## config.mk

```make
export PLATFORM = sky130hd
export DESIGN_NAME = imm_load_core
export DESIGN_NICKNAME = d
export VERILOG_FILES = /design/src/rtl/imm_core_pkg.sv /design/src/rtl/imm_core_ctrl.sv /design/src/rtl/imm_core_dpath.sv /design/src/rtl/imm_load_core.sv
export SDC_FILE = /design/constraint.sdc
export NUM_CORES = 1
export LEC_CHECK = 0
export BUFFER_PORTS_ARGS = -buffer_cell sky130_fd_sc_hd__buf_2
export CAP_MARGIN = 15
export CORE_UTILIZATION = 40
export CTS_BUF_LIST = sky130_fd_sc_hd__clkbuf_4 sky130_fd_sc_hd__clkbuf_8 sky130_fd_sc_hd__clkbuf_16
export DETAILED_ROUTE_END_ITERATION = 6
export SETUP_SLACK_MARGIN = 0.5
export SLEW_MARGIN = 30
export SYNTH_ARGS = -nofsm -noshare
export SYNTH_HDL_FRONTEND = slang
export SYNTH_SLANG_ARGS = --single-unit
```

## constraint.sdc

```tcl
create_clock -name clk -period 2 [get_ports clk]
set_clock_uncertainty 0.1 [all_clocks]
set_input_delay 0.4 -clock clk [delete_from_list [all_inputs] [get_ports clk]]
set_output_delay 0.4 -clock clk [all_outputs]
set_load 0.01 [all_outputs]
```

## src/rtl/imm_core_pkg.sv

```systemverilog
package imm_core_pkg;

  localparam int DATA_W = 8;

  localparam logic [DATA_W-1:0] OPC_LOAD_A = 8'hA9;
  localparam logic [DATA_W-1:0] OPC_LOAD_X = 8'hA2;
  localparam logic [DATA_W-1:0] OPC_LOAD_Y = 8'hA0;

  typedef enum logic [1:0] {
    ST_FETCH_OP  = 2'd0,
    ST_FETCH_ARG = 2'd1,
    ST_HALT      = 2'd2
  } coreState_t;

  typedef enum logic [1:0] {
    DST_NONE = 2'd0,
    DST_A    = 2'd1,
    DST_X    = 2'd2,
    DST_Y    = 2'd3
  } loadDst_t;

  typedef struct packed {
    logic pcStep;
    logic loadA;
    logic loadX;
    logic loadY;
  } dpStrobe_t;

  function automatic loadDst_t decodeOpcode(input logic [DATA_W-1:0] opc);
    loadDst_t dst;
    case (opc)
      OPC_LOAD_A: dst = DST_A;
      OPC_LOAD_X: dst = DST_X;
      OPC_LOAD_Y: dst = DST_Y;
      default:    dst = DST_NONE;
    endcase
    return dst;
  endfunction

endpackage

```

## src/rtl/imm_core_ctrl.sv

```systemverilog
module imm_core_ctrl
  import imm_core_pkg::*;
(
  input  logic              clk,
  input  logic              rst,
  input  logic [DATA_W-1:0] fetchByte,
  output dpStrobe_t         strobe,
  output logic              readReq,
  output logic              haltFlag
);

  coreState_t state;
  loadDst_t   pendDst;
  loadDst_t   decDst;
  logic       decLegal;

  always_comb begin
    decDst   = decodeOpcode(fetchByte);
    decLegal = (decDst != DST_NONE);
  end

  always_ff @(posedge clk) begin
    if (rst) begin
      state    <= ST_FETCH_OP;
      pendDst  <= DST_NONE;
      haltFlag <= 1'b0;
    end else begin
      case (state)
        ST_FETCH_OP: begin
          pendDst <= DST_NONE;
          state   <= ST_FETCH_ARG;
        end
        ST_FETCH_ARG: begin
          if (decLegal) begin
            pendDst <= decDst;
            state   <= ST_FETCH_OP;
          end else begin
            state    <= ST_HALT;
            haltFlag <= 1'b1;
          end
        end
        default: state <= ST_HALT;
      endcase
    end
  end

  always_comb begin
    readReq = (state == ST_FETCH_OP) || ((state == ST_FETCH_ARG) && decLegal);
    strobe.pcStep = readReq;
    strobe.loadA  = (state == ST_FETCH_OP) && (pendDst == DST_A);
    strobe.loadX  = (state == ST_FETCH_OP) && (pendDst == DST_X);
    strobe.loadY  = (state == ST_FETCH_OP) && (pendDst == DST_Y);
  end

endmodule

```

## src/rtl/imm_core_dpath.sv

```systemverilog
module imm_core_dpath
  import imm_core_pkg::*;
#(
  parameter int ADDR_W = 16,
  parameter logic [ADDR_W-1:0] START_PC = '0
) (
  input  logic              clk,
  input  logic              rst,
  input  dpStrobe_t         strobe,
  input  logic [DATA_W-1:0] dataIn,
  output logic [ADDR_W-1:0] pc,
  output logic [DATA_W-1:0] accA,
  output logic [DATA_W-1:0] idxX,
  output logic [DATA_W-1:0] idxY,
  output logic              negF,
  output logic              zeroF
);

  logic anyLoad;
  assign anyLoad = strobe.loadA | strobe.loadX | strobe.loadY;

  always_ff @(posedge clk) begin
    if (rst) begin
      pc    <= START_PC;
      accA  <= '0;
      idxX  <= '0;
      idxY  <= '0;
      negF  <= 1'b0;
      zeroF <= 1'b0;
    end else begin
      if (strobe.pcStep) pc <= pc + 1'b1;
      if (strobe.loadA) accA <= dataIn;
      if (strobe.loadX) idxX <= dataIn;
      if (strobe.loadY) idxY <= dataIn;
      if (anyLoad) begin
        negF  <= dataIn[DATA_W-1];
        zeroF <= (dataIn == '0);
      end
    end
  end

endmodule

```

## src/rtl/imm_load_core.sv

```systemverilog
module imm_load_core
  import imm_core_pkg::*;
#(
  parameter int ADDR_W = 16
) (
  input  logic              clk,
  input  logic              rst,
  output logic [ADDR_W-1:0] memAddr,
  output logic              memRd,
  input  logic [7:0]        memData,
  output logic [ADDR_W-1:0] pcOut,
  output logic [7:0]        regA,
  output logic [7:0]        regX,
  output logic [7:0]        regY,
  output logic              flagN,
  output logic              flagZ,
  output logic              illegalOp
);

  dpStrobe_t ctlStrobe;

  imm_core_ctrl ctrl_i (
    .clk       (clk),
    .rst       (rst),
    .fetchByte (memData),
    .strobe    (ctlStrobe),
    .readReq   (memRd),
    .haltFlag  (illegalOp)
  );

  imm_core_dpath #(.ADDR_W(ADDR_W), .START_PC('0)) dpath_i (
    .clk    (clk),
    .rst    (rst),
    .strobe (ctlStrobe),
    .dataIn (memData),
    .pc     (pcOut),
    .accA   (regA),
    .idxX   (regX),
    .idxY   (regY),
    .negF   (flagN),
    .zeroF  (flagZ)
  );

  assign memAddr = pcOut;

endmodule

```

==> results.txt, run 1 <==
Of the available clock period, the critical path in the final layout requires 88.5%. The clock transition at the registers of the reported paths works out to 0.09 ns. After detailed routing, the average wire length per cell comes to 14.7 um. The most used flip-flop cell after synthesis is sky130_fd_sc_hd__dfxtp_1.

Yosys mapped a number of flops with a built-in enable equal to 0. For the clock sink count, the log shows 47. The switching power is 579 uW.

The pre-antenna-repair detailed-routing pass consisted of 4 iterations. For the pin with the worst max-slew slack, the measured transition is 0.483 ns. In this run the critical register-to-register path is launched from dpath_i.pc[1].

The area of the mapped netlist is 2250 um2, and the share of async-settable or async-resettable flops after synthesis is 0%. Averaged over all synthesized cells, the footprint is 8.49 um2. The fraction of final layout cells with drive strength greater than 1 was 51.1%; the maximum number of pins on one net before global-route repair was 25. The clock network accounts for 30.2% of the total power. Setup slack on the worst reg-to-reg path comes out at 0.29 ns. Measured in cells, the most critical reg-to-reg path has a length of 5.

Number of I/O port buffers: 69. Once layout is complete, the utilization of the core stands at 62.3%. Of all nets on the critical path, the largest fanout is 5.

When the netlist entered floorplanning its net count stood at 276. For the worst setup path, the data required time is 1.50 ns. The aggregate global-route resource usage was 21.4%. The initial antenna violation count was 0. The number of distinct library cells after synthesis came out at 40. Based on the critical path, the design can be clocked at up to 565 MHz. Summed over all layers, the routed wires come to 6240 um. The number of hold-slack violations in the final timing report is 0.

Across the VDD grid, the largest voltage drop is 0.307 mV. The area inside the core boundary came out at 5270 um2. Row generation in the floorplan step produced 26 rows.

Cell area power density: 607 nW/um2. The share of synthesized area in the top cell type comes to 41.8%. The post-synthesis sequential element count is 47.

Measured along the y axis, the die boundary spans 77.0 um. The final layout contains 364 nets. The tools report the cell total after placement as 390. The deepest clock path buffer count came out at 2. The number of clock buffers added by TritonCTS is 5.

The first element of the critical path is memData[0]. Minimum clock period after layout: 1.77 ns. The global-route congestion overflow total was 0; the share of power burned in registers was 48.5%. The tools report the cell leakage power as 1.35 nW.

The number of global-route vias before repair was 1977; the die outline area was 5930 um2. Cell internal power was estimated by the tool at 1.41 mW. The later pin in the worst-skew pair is clocked with a latency of 0.31 ns. Setup repair after global routing could not meet its margin everywhere.

The cell with the most instances after synthesis was sky130_fd_sc_hd__nand2_1. The relative area change from synthesis to final layout works out to 45.8%. The tools report the max-slew violation total from the final report as 0. STA classifies the critical path endpoint as a primary output. The critical path class is primary input to primary output. At the end of routability-driven placement, the weighted congestion stood at 0.739. The tools report the nature of the critical path startpoint as a primary input. Global routing consumed, on the met1 layer, 30.5% of the routing resources. In the synthesized netlist, the number of instances is 265. In the routed layout, each cell is associated on average with a via count of 5.19. The DRC marker count from the first detailed-route iteration was 113. Following the worst setup path forward leads to its endpoint at memRd. For this configuration, the core starts out at a cell density of 42.7%.

In the post-synthesis netlist, the biggest area contributors are sky130_fd_sc_hd__dfxtp_1, sky130_fd_sc_hd__nand2_1, sky130_fd_sc_hd__a21oi_1. The flow ran to the end, and the final reports show no timing, DRC or antenna violations. The fraction of power spent switching nets is 29.1%.

The dominant cell type by area after synthesis was sky130_fd_sc_hd__dfxtp_1. The finished layout holds 424 standard cells, fillers aside. The first global-routing pass estimated 10000 um of wire.

The H-tree was split into 2 levels. Max-cap violations in this run came to 0. The detail route stage leaves a number of antenna-violating nets equal to 0. The commonest cells after synthesis are sky130_fd_sc_hd__nand2_1, sky130_fd_sc_hd__dfxtp_1, sky130_fd_sc_hd__a21oi_1. For this run, the number of Yosys warnings is 0. The run gives 70 as the number of top-level pins.

The tools report the met2 usage in global routing as 32.3%. In this run the horizontal extent of the chip is 77.0 um. Setup violations remaining at the end of the flow were counted as 0. The CTS root buffer is sky130_fd_sc_hd__clkbuf_8. The normalized max-slew margin was 67.8%. For this run, design rule violations remaining after detail routing come to 0. The path class of the tightest hold or removal check is primary input to flip-flop. The worst register-to-register path ends at dpath_i.pc[10]. The tools report the sum of net half-perimeters after detailed placement as 3830 um. Sequential cells were found to cover 41.8% of the synthesized design area. Data on the critical path arrives at its endpoint at 1.27 ns. In this run the most used layer during global routing was met2.

TritonCTS built the clock tree. In the global route stage, met3 resource usage came out at 4.52%. Detailed routing inserted a total of 2201 vias. In this run, the combinational gates consume 21.2% of the power.

The run gives 0 as the number of antenna diodes.
-- repair_timing --
| item | in CTS | in global routing |
|---|---|---|
| setup buffers | 21 | 3 |
| hold buffers | 0 | 0 |
| gates cloned | 2 | 0 |
| setup endpoints to repair | 18 | 44 |
| gates resized for setup | 46 | 28 |
| endpoints found under the hold margin | 0 | 0 |
| pin swaps | 17 | 9 |
-- worst min path at each step --
stage                          from              end  slack (ns)  cells after the start
floorplan           dpath_i.accA[0]  dpath_i.accA[0]        0.38                      2
finish                   memData[0]  dpath_i.accA[0]        0.23                      3
CTS                      memData[0]  dpath_i.accA[0]        0.23                      3
detailed placement  dpath_i.accA[2]  dpath_i.accA[2]        0.34                      2
global route             memData[0]  dpath_i.accA[0]        0.22                      3
global placement    dpath_i.accA[5]  dpath_i.accA[5]        0.34                      2
-- cell families (layout without fill, tap and decap cells) --
group / after synthesis / in the layout / share of synthesized area (%)
DFF: 47 / 47 / 41.8
and+or+nand+nor: 117 / 117 / 28.0
buffers and inverters: 36 / 125 / 9.84
adders and majority gates: 1 / 1 / 0.556
AOI/OAI and AO/OA: 57 / 57 / 15.8
muxes: 7 / 7 / 3.95
-- worst max-delay path: stages --
cell,delay (ns)
sky130_fd_sc_hd__buf_8,0.10
sky130_fd_sc_hd__and3b_4,0.20
sky130_fd_sc_hd__o31ai_4,0.27
sky130_fd_sc_hd__buf_12,0.15
sky130_fd_sc_hd__nor2_4,0.04
sky130_fd_sc_hd__buf_6,0.11
-- power by group through the flow --
stage          Clock, mW  Combinational (mW)  Sequential, mW
5_1_grt            0.669               0.448           0.969
3_5_place_dp           0               0.241           0.996
4_1_cts            0.616               0.382           0.966
6_report           0.602               0.422           0.966
3_3_place_gp           0               0.238           0.996
2_1_floorplan          0               0.159           0.991
-- final cells by class --
type | instances | area [um2]
inverters | 3 | 11.3
multi-input cells | 182 | 1290
repair buffers | 114 | 831
fillers | 471 | 1990
well taps | 70 | 87.6
clock inverters | 3 | 22.5
flip-flops and latches | 47 | 970
clock buffers | 5 | 68.8
-- placed cells by master, fill, tap and decap left out, types with 4 or more instances in the layout --
cell type	n
sky130_fd_sc_hd__a21oi_1	30
sky130_fd_sc_hd__a21oi_2	8
sky130_fd_sc_hd__buf_2	63
sky130_fd_sc_hd__buf_4	32
sky130_fd_sc_hd__buf_6	12
sky130_fd_sc_hd__clkbuf_8	5
sky130_fd_sc_hd__dfxtp_1	34
sky130_fd_sc_hd__dfxtp_2	8
sky130_fd_sc_hd__dfxtp_4	5
sky130_fd_sc_hd__mux2_4	4
sky130_fd_sc_hd__nand2_1	53
sky130_fd_sc_hd__nand3_1	6
sky130_fd_sc_hd__nand4_1	4
sky130_fd_sc_hd__nor2_1	10
sky130_fd_sc_hd__nor2b_1	6
sky130_fd_sc_hd__o31ai_1	8
sky130_fd_sc_hd__or4_1	5
-- registers in the layout, summed over array words and instances, names as in the netlist --
name             flops
ctrl_i.haltFlag      1
ctrl_i.pendDst       2
ctrl_i.state         2
dpath_i.accA         8
dpath_i.idxX         8
dpath_i.idxY         8
dpath_i.negF         1
dpath_i.pc          16
dpath_i.zeroF        1
-- metal layers --
metal | vias to the layer above | wire [um]
met4 | 0 | 109
li1 | 1088 | -
met5 | - | 0
met2 | 60 | 2890
met1 | 1043 | 2940
met3 | 10 | 302
-- through the flow --
| stage | setup TNS, ns | hold WS, ns | total power, mW | cell area (um2) | worst slack [ns] |
|---|---|---|---|---|---|
| floorplan | 0 | 0.381 | 1.15 | 2310 | 0.223 |
| global placement | 0 | 0.339 | 1.23 | 2690 | 0.0206 |
| detailed placement | -0.0249 | 0.345 | 1.24 | 2690 | -0.0211 |
| CTS | 0 | 0.229 | 1.96 | 3160 | 0.241 |
| global route | 0 | 0.224 | 2.09 | 3280 | 0.208 |
| finish | 0 | 0.232 | 1.99 | 3280 | 0.229 |
(Power assumes the default switching activity.)
==> run 2, diff against run 1 <==
- PLACE_DENSITY: not set -> 0.62
==> run 2 against run 1 <==
Net effect: sequential cell count did not move; worst hold slack improved by 0.033 ns; clock power rose by 2%; total power fell by 1.9%; clock-buffer cell count rose by 1; design area fell by 3.0%; setup slack got worse by 0.0062 ns; first-iteration DRC count fell by 32%; sequential power barely moved; fmax fell by 0.35%; critical path depth did not move; largest power group unchanged.
==> results.txt, run 2 (synthesized netlist as in run 1, its figures left out) <==
The run finished with clean final reports. The max-slew violation total from the final report was 0. Global-route congestion overflow total: 0. The launch point of the worst hold path is memData[0]. CTS root buffer: sky130_fd_sc_hd__clkbuf_8. In this run the tool buffered the top-level ports with 69 buffer cells. After clock tree synthesis, the flow added hold-fix buffers numbering 0. In this run the register-to-register setup slack is 0.25 ns.

Measured against its own limit, the worst slew margin works out to 72.3%. The detail route stage leaves a number of antenna-violating nets equal to 0. The die is 77.0 um wide. For this block, the routed nets add up to 6000 um of wire. Across the run, the number of max-cap violations was 0. Summing all placed instances gives a cell area of 2670 um2.

Static timing analysis puts the maximum clock frequency at 563 MHz. For this run, the total global-route usage over all layers was measured as 20.1%. The analysis attributes to cell leakage a power of 1.32 nW. Area inside the core boundary: 5270 um2. The die covers 5930 um2.

The register with the most flip-flops in the layout has 16 of them. The largest voltage drop on the vdd net is 0.333 mV. Register with the highest flop count: dpath_i.pc.

The run gives 0 as the number of antenna diodes. The kind of end point of the critical path was a primary output. The number of global-route vias before repair was 1927; the initial antenna violation count was 0. The number of clock buffers added by TritonCTS is 5.

The detail-routed net length per standard cell was 14.3 um; the final count of negative-setup-slack endpoints was 0. The slew at the pin closest to its max-slew limit is 0.416 ns. The logs give 77 for the DRC marker count from the first detailed-route iteration and 42.7% for the initial core utilization.

Worst reg2reg path startpoint: dpath_i.pc[4]. The library cells used most frequently in the layout, excluding fill and tap cells, are sky130_fd_sc_hd__buf_2, sky130_fd_sc_hd__nand2_1, sky130_fd_sc_hd__a21oi_1, sky130_fd_sc_hd__dfxtp_1, sky130_fd_sc_hd__buf_4. The clock net in this run drives a total of 47 sinks. Entering global routing, the biggest net connects 23 pins.

The logs give 0 for the number of hold-slack violations in the final timing report and 2149 for the overall via count from detail_route. The most critical setup path has its startpoint at memData[3]. Summing all non-filler instances in the final layout gives an area of 3180 um2. The die is 77.0 um tall. Data on the critical path is required at its endpoint by 1.50 ns. Relative area change from synthesis to final layout: 41.4%.

The run gives 9540 um as the global-route wire length before repair. In the routed layout, each cell is associated on average with a via count of 5.13. The critical path in this run is classified as primary input to primary output. The library cell used most frequently in the layout, excluding fill and tap cells, is sky130_fd_sc_hd__buf_2. The clock passes through at most 2 buffers. The final net count is 359, and the largest fanout of any net on the critical path is 4.

Worst hold path class: primary input to flip-flop. The cell area power density was 614 nW/um2. The clock reaches the later pin of the worst-skew pair after 0.30 ns. The number of top-level pins is 70, and the minimum clock period after layout is 1.78 ns.

Clock-pin slew was measured on the worst setup and hold paths at 0.09 ns. For the number of rows created at floorplan, the log shows 26. Setup repair after global routing could not meet its margin everywhere. TritonCTS built the clock tree. The first-pass detailed-route iteration total came out at 4. The post-route netlist has 49.3% of its cells at a drive strength greater than 1. The HPWL after detailed placement is 3820 um. The count of fill cells added during filler insertion is 481. At the end of routability-driven placement, the weighted congestion stood at 0.774. The total negative slack for setup checks is 0 ns. Of the available clock period, the critical path in the final layout requires 88.8%. After detailed routing, the number of remaining DRC violations is 0. The arrival time of data at the critical path endpoint is 1.28 ns. STA classifies the critical path startpoint as a primary input. In this run the number of H-tree levels came out at 2.
==> run 2: layout make-up <==
type	instances	area [um2]	area share (%)
clock inverter	2	13.8	0.433
multi-input combinational	182	1250	39.3
timing repair buffer	109	762	23.9
sequential	47	973	30.6
inverter	3	11.3	0.354
tap	70	87.6	2.75
clock buffer	6	82.6	2.60
==> run 2: layer usage <==
layer / up-vias / wire length [um] / part of all wire, % / GRT usage (%)
met5: - / 0 / 0 / 0
met4: 0 / 104 / 1.7 / 6.98
met3: 9 / 235 / 3.9 / 3.81
met2: 51 / 2730 / 45 / 29.6
met1: 1008 / 2930 / 49 / 29.1
li1: 1081 / - / - / -
==> run 2: final timing paths <==
path | cells past startpoint | to
setup reg to reg | 5 | dpath_i.pc[15]
hold reg to reg | 2 | dpath_i.accA[2]
hold / removal | 3 | dpath_i.idxX[0]
setup / recovery | 6 | memRd
==> run 2: power by group <==
group | total (mW) | internal [mW] | switching (mW)
sequential | 0.967 | 0.948 | 0.0186
clock | 0.617 | 0.283 | 0.333
combinational | 0.370 | 0.181 | 0.189
==> run 2: through the flow <==
step                      utilization, %  std cells  setup WS [ns]  power (mW)  hold slack, ns
after floorplan                        -        265          0.223        1.15           0.381
after global placement              50.6        387         0.0470        1.23           0.340
after detailed placement            50.6        387        0.00284        1.23           0.347
after CTS                           56.1        405          0.225        1.93           0.241
after global routing                60.4        419          0.187        2.04           0.260
final                               60.4        419          0.223        1.95           0.265
==> run 2: worst max-delay path, cell delays in order <==
cell and delay (ns):
sky130_fd_sc_hd__buf_8 0.10, sky130_fd_sc_hd__and3b_4 0.19, sky130_fd_sc_hd__o31ai_4 0.29, sky130_fd_sc_hd__buf_12 0.15
sky130_fd_sc_hd__nor2_4 0.03, sky130_fd_sc_hd__buf_6 0.11
==> run 2: what timing repair did <==
action,4_1_cts,5_1_grt
cloned,2,0
setup buffers,8,14
pin swaps,10,11
endpoints found under the setup margin,17,28
resized for setup,20,35
==> run 3, diff against run 2 <==
- CORE_ASPECT_RATIO: not set -> 0.75
==> run 3 against run 2 <==
Net effect: clock power rose by 29%; die area barely moved; via count rose by 3.5%; design area rose by 4.9%; register-to-register slack got worse by 0.02 ns; combinational power rose by 20%; utilization rose by 1.6 points; critical endpoint unchanged.
==> results.txt, run 3 (synthesized netlist as in run 1, its figures left out) <==
The cell total after placement was 394. Setup repair after global routing could not meet its margin everywhere. Max-slew violation total from the final report: 0. The die width was 88.6 um. For the pin with the worst max-slew slack, the measured transition is 0.512 ns. TritonCTS created 5 clock buffers. The routed layout has 2225 vias. After global routing the overflow that remains totals 0. Setup violations remaining at the end of the flow were counted as 0. The run gives 1804 as the number of global-route vias before repair. In this run the tightest slew margin relative to its limit is 65.9%. In this design, the stage delay of the slowest critical-path cell is 0.29 ns. The weighted congestion at the end of routability-driven global placement was 0.740. Leaving out filler cells and counting taps, the final layout contains 429. Initial core utilization: 41.8%. Final hold analysis gives a worst-case slack of 0.246 ns. For the initial antenna violation count, the log shows 0. The endpoint required time on the critical path came out at 1.50 ns. The logs give 0.313 mV for the largest voltage drop on the vdd net and 3790 um for the sum of net half-perimeters after detailed placement.

The number of violations of the max-capacitance limit is 0. The register with the highest flop count is dpath_i.pc. The largest fanout of any net on the critical path is 5, and the clock sink count is 47.

In this run, the number of DRC markers left after iteration 0 of detailed routing was 147. The run finished with clean final reports. The number of I/O port buffers was 69.

For the number of rows created at floorplan, the log shows 23. The setup path with the least slack is of type primary input to primary output. The tools report the number of hold-slack violations in the final timing report as 0. The smallest clock period supported by the final layout is computed as 1.80 ns. OpenSTA, run right after detailed placement, puts the worst setup slack at -0.0135 ns. The first global-routing pass estimated 8780 um of wire. Kind of end point of the critical path: a primary output. In this run, post-CTS hold repair placed 0 buffers. Clock transition at the registers of the reported paths: 0.09 ns. The detail route stage leaves a number of antenna-violating nets equal to 0. Leaving out fill and tap cells, the most frequent cell in the layout is sky130_fd_sc_hd__buf_2.

For the worst-skew pair, the clock arrives at the later sink with an insertion delay of 0.30 ns. Summed over all layers, the routed wires come to 6380 um. The tree is rooted in a sky130_fd_sc_hd__clkbuf_8. The run gives 5380 um2 as the area inside the core boundary. 0 antenna diodes ended up in the layout.

The logs give 2 for the deepest clock path buffer count and 19.7% for the aggregate global-route resource usage. The tools report the arrival time of data at the critical path endpoint as 1.30 ns. The register with the most flip-flops in the layout has 16 of them. Final cell area excluding filler cells: 3340 um2.

The run gives 0 ns as the total negative slack for setup checks. Relative area change from synthesis to final layout: 48.3%. After layout, the worst path uses 90.1% of the clock period. In this run the power density over the cells is 663 nW/um2.

TritonCTS built the clock tree. The first-pass detailed-route iteration total was 4. The library cells used most frequently in the layout, excluding fill and tap cells, are sky130_fd_sc_hd__buf_2, sky130_fd_sc_hd__nand2_1, sky130_fd_sc_hd__dfxtp_1, sky130_fd_sc_hd__buf_4, sky130_fd_sc_hd__a21oi_1. Mean number of vias per cell: 5.19. For the least setup slack across all paths after layout, the log shows 0.198 ns. Walking the worst path, the cells encountered are buf_8 -> and3b_4 -> o31ai_4 -> buf_12 -> nor2_4 -> buf_6. Entering global routing, the biggest net connects 29 pins.

Summing all placed instances gives a cell area of 2690 um2. STA classifies the critical path startpoint as a primary input. Summed over all cells, the static leakage comes to 1.39 nW. The die outline area came out at 5930 um2. The final net count was 364; the deepest level of the CTS H-tree was 2. The maximum achievable frequency is 555 MHz, and the remaining design rule violation count is 0.

Standard cell with the maximum stage delay on the critical path: sky130_fd_sc_hd__o31ai_4. During I/O placement, the number of pins put on the boundary was 70. In the final layout, the share of cells above drive strength 1 is 51.1%.

The detail-routed net length per standard cell was 14.9 um; the count of fill cells added during filler insertion was 455. Vertical die dimension: 66.9 um. The worst hold path class was primary input to flip-flop.
[run 3: changes by cell type in the layout (fill, tap and decap cells not counted), moves of 3 or more]
cell,previous run,this run
sky130_fd_sc_hd__a21oi_1,34,31
sky130_fd_sc_hd__a21oi_2,4,7
sky130_fd_sc_hd__nand3_2,1,4
sky130_fd_sc_hd__nand3_1,7,4
[run 3: layer usage]
| metal | part of all wire, % | routed length (um) | GRT usage (%) | up-vias |
|---|---|---|---|---|
| li1 | - | - | - | 1088 |
| met3 | 6.3 | 401 | 5.08 | 8 |
| met4 | 1.0 | 64 | 3.02 | 0 |
| met5 | 0 | 0 | 0 | - |
| met1 | 48 | 3080 | 29.5 | 1056 |
| met2 | 44 | 2830 | 28.4 | 73 |
[run 3: repair_timing]
item	CTS	global route
hold endpoints to repair	0	0
pin swaps	7	19
resized for setup	19	53
setup buffers	6	18
endpoints found under the setup margin	33	27
gates cloned	2	1
[run 3: power by group]
group	switching (mW)	internal (mW)	total, mW	leakage [nW]
sequential	0.0232	0.949	0.972	0.387
combinational	0.219	0.225	0.444	0.934
clock	0.332	0.463	0.795	0.0670
[run 3: area by class of cell]
class	instances	area [um2]	share of cell area, %
inverter	3	13.8	0.412
clock buffer	7	101	3.04
sequential	47	971	29.1
multi-input combinational	183	1310	39.2
tap	75	93.8	2.81
timing repair buffer	113	818	24.5
clock inverter	1	30.0	0.900
[run 3: worst paths after layout]
| kind | start | end | slack (ns) | cells after the start |
|---|---|---|---|---|
| setup / recovery | memData[0] | memRd | 0.20 | 6 |
| hold reg to reg | dpath_i.idxX[0] | dpath_i.idxX[0] | 0.35 | 2 |
| hold / removal | memData[0] | dpath_i.idxX[0] | 0.25 | 3 |
| setup reg to reg | ctrl_i.state[1] | dpath_i.pc[7] | 0.23 | 7 |
[run 3: worst max-delay path, delay by kind of cell]
family | cells | cell delay (ns)
and+or+nand+nor | 2 | 0.23
AOI/OAI and AO/OA | 1 | 0.29
buffers and inverters | 3 | 0.38
[run 3: stage by stage]
stage | util [%] | total power, mW
finish | 62.0 | 2.21
global route | 62.0 | 2.30
CTS | 55.0 | 2.09
detailed placement | 50.0 | 1.23
global placement | 50.0 | 1.23
floorplan | - | 1.15
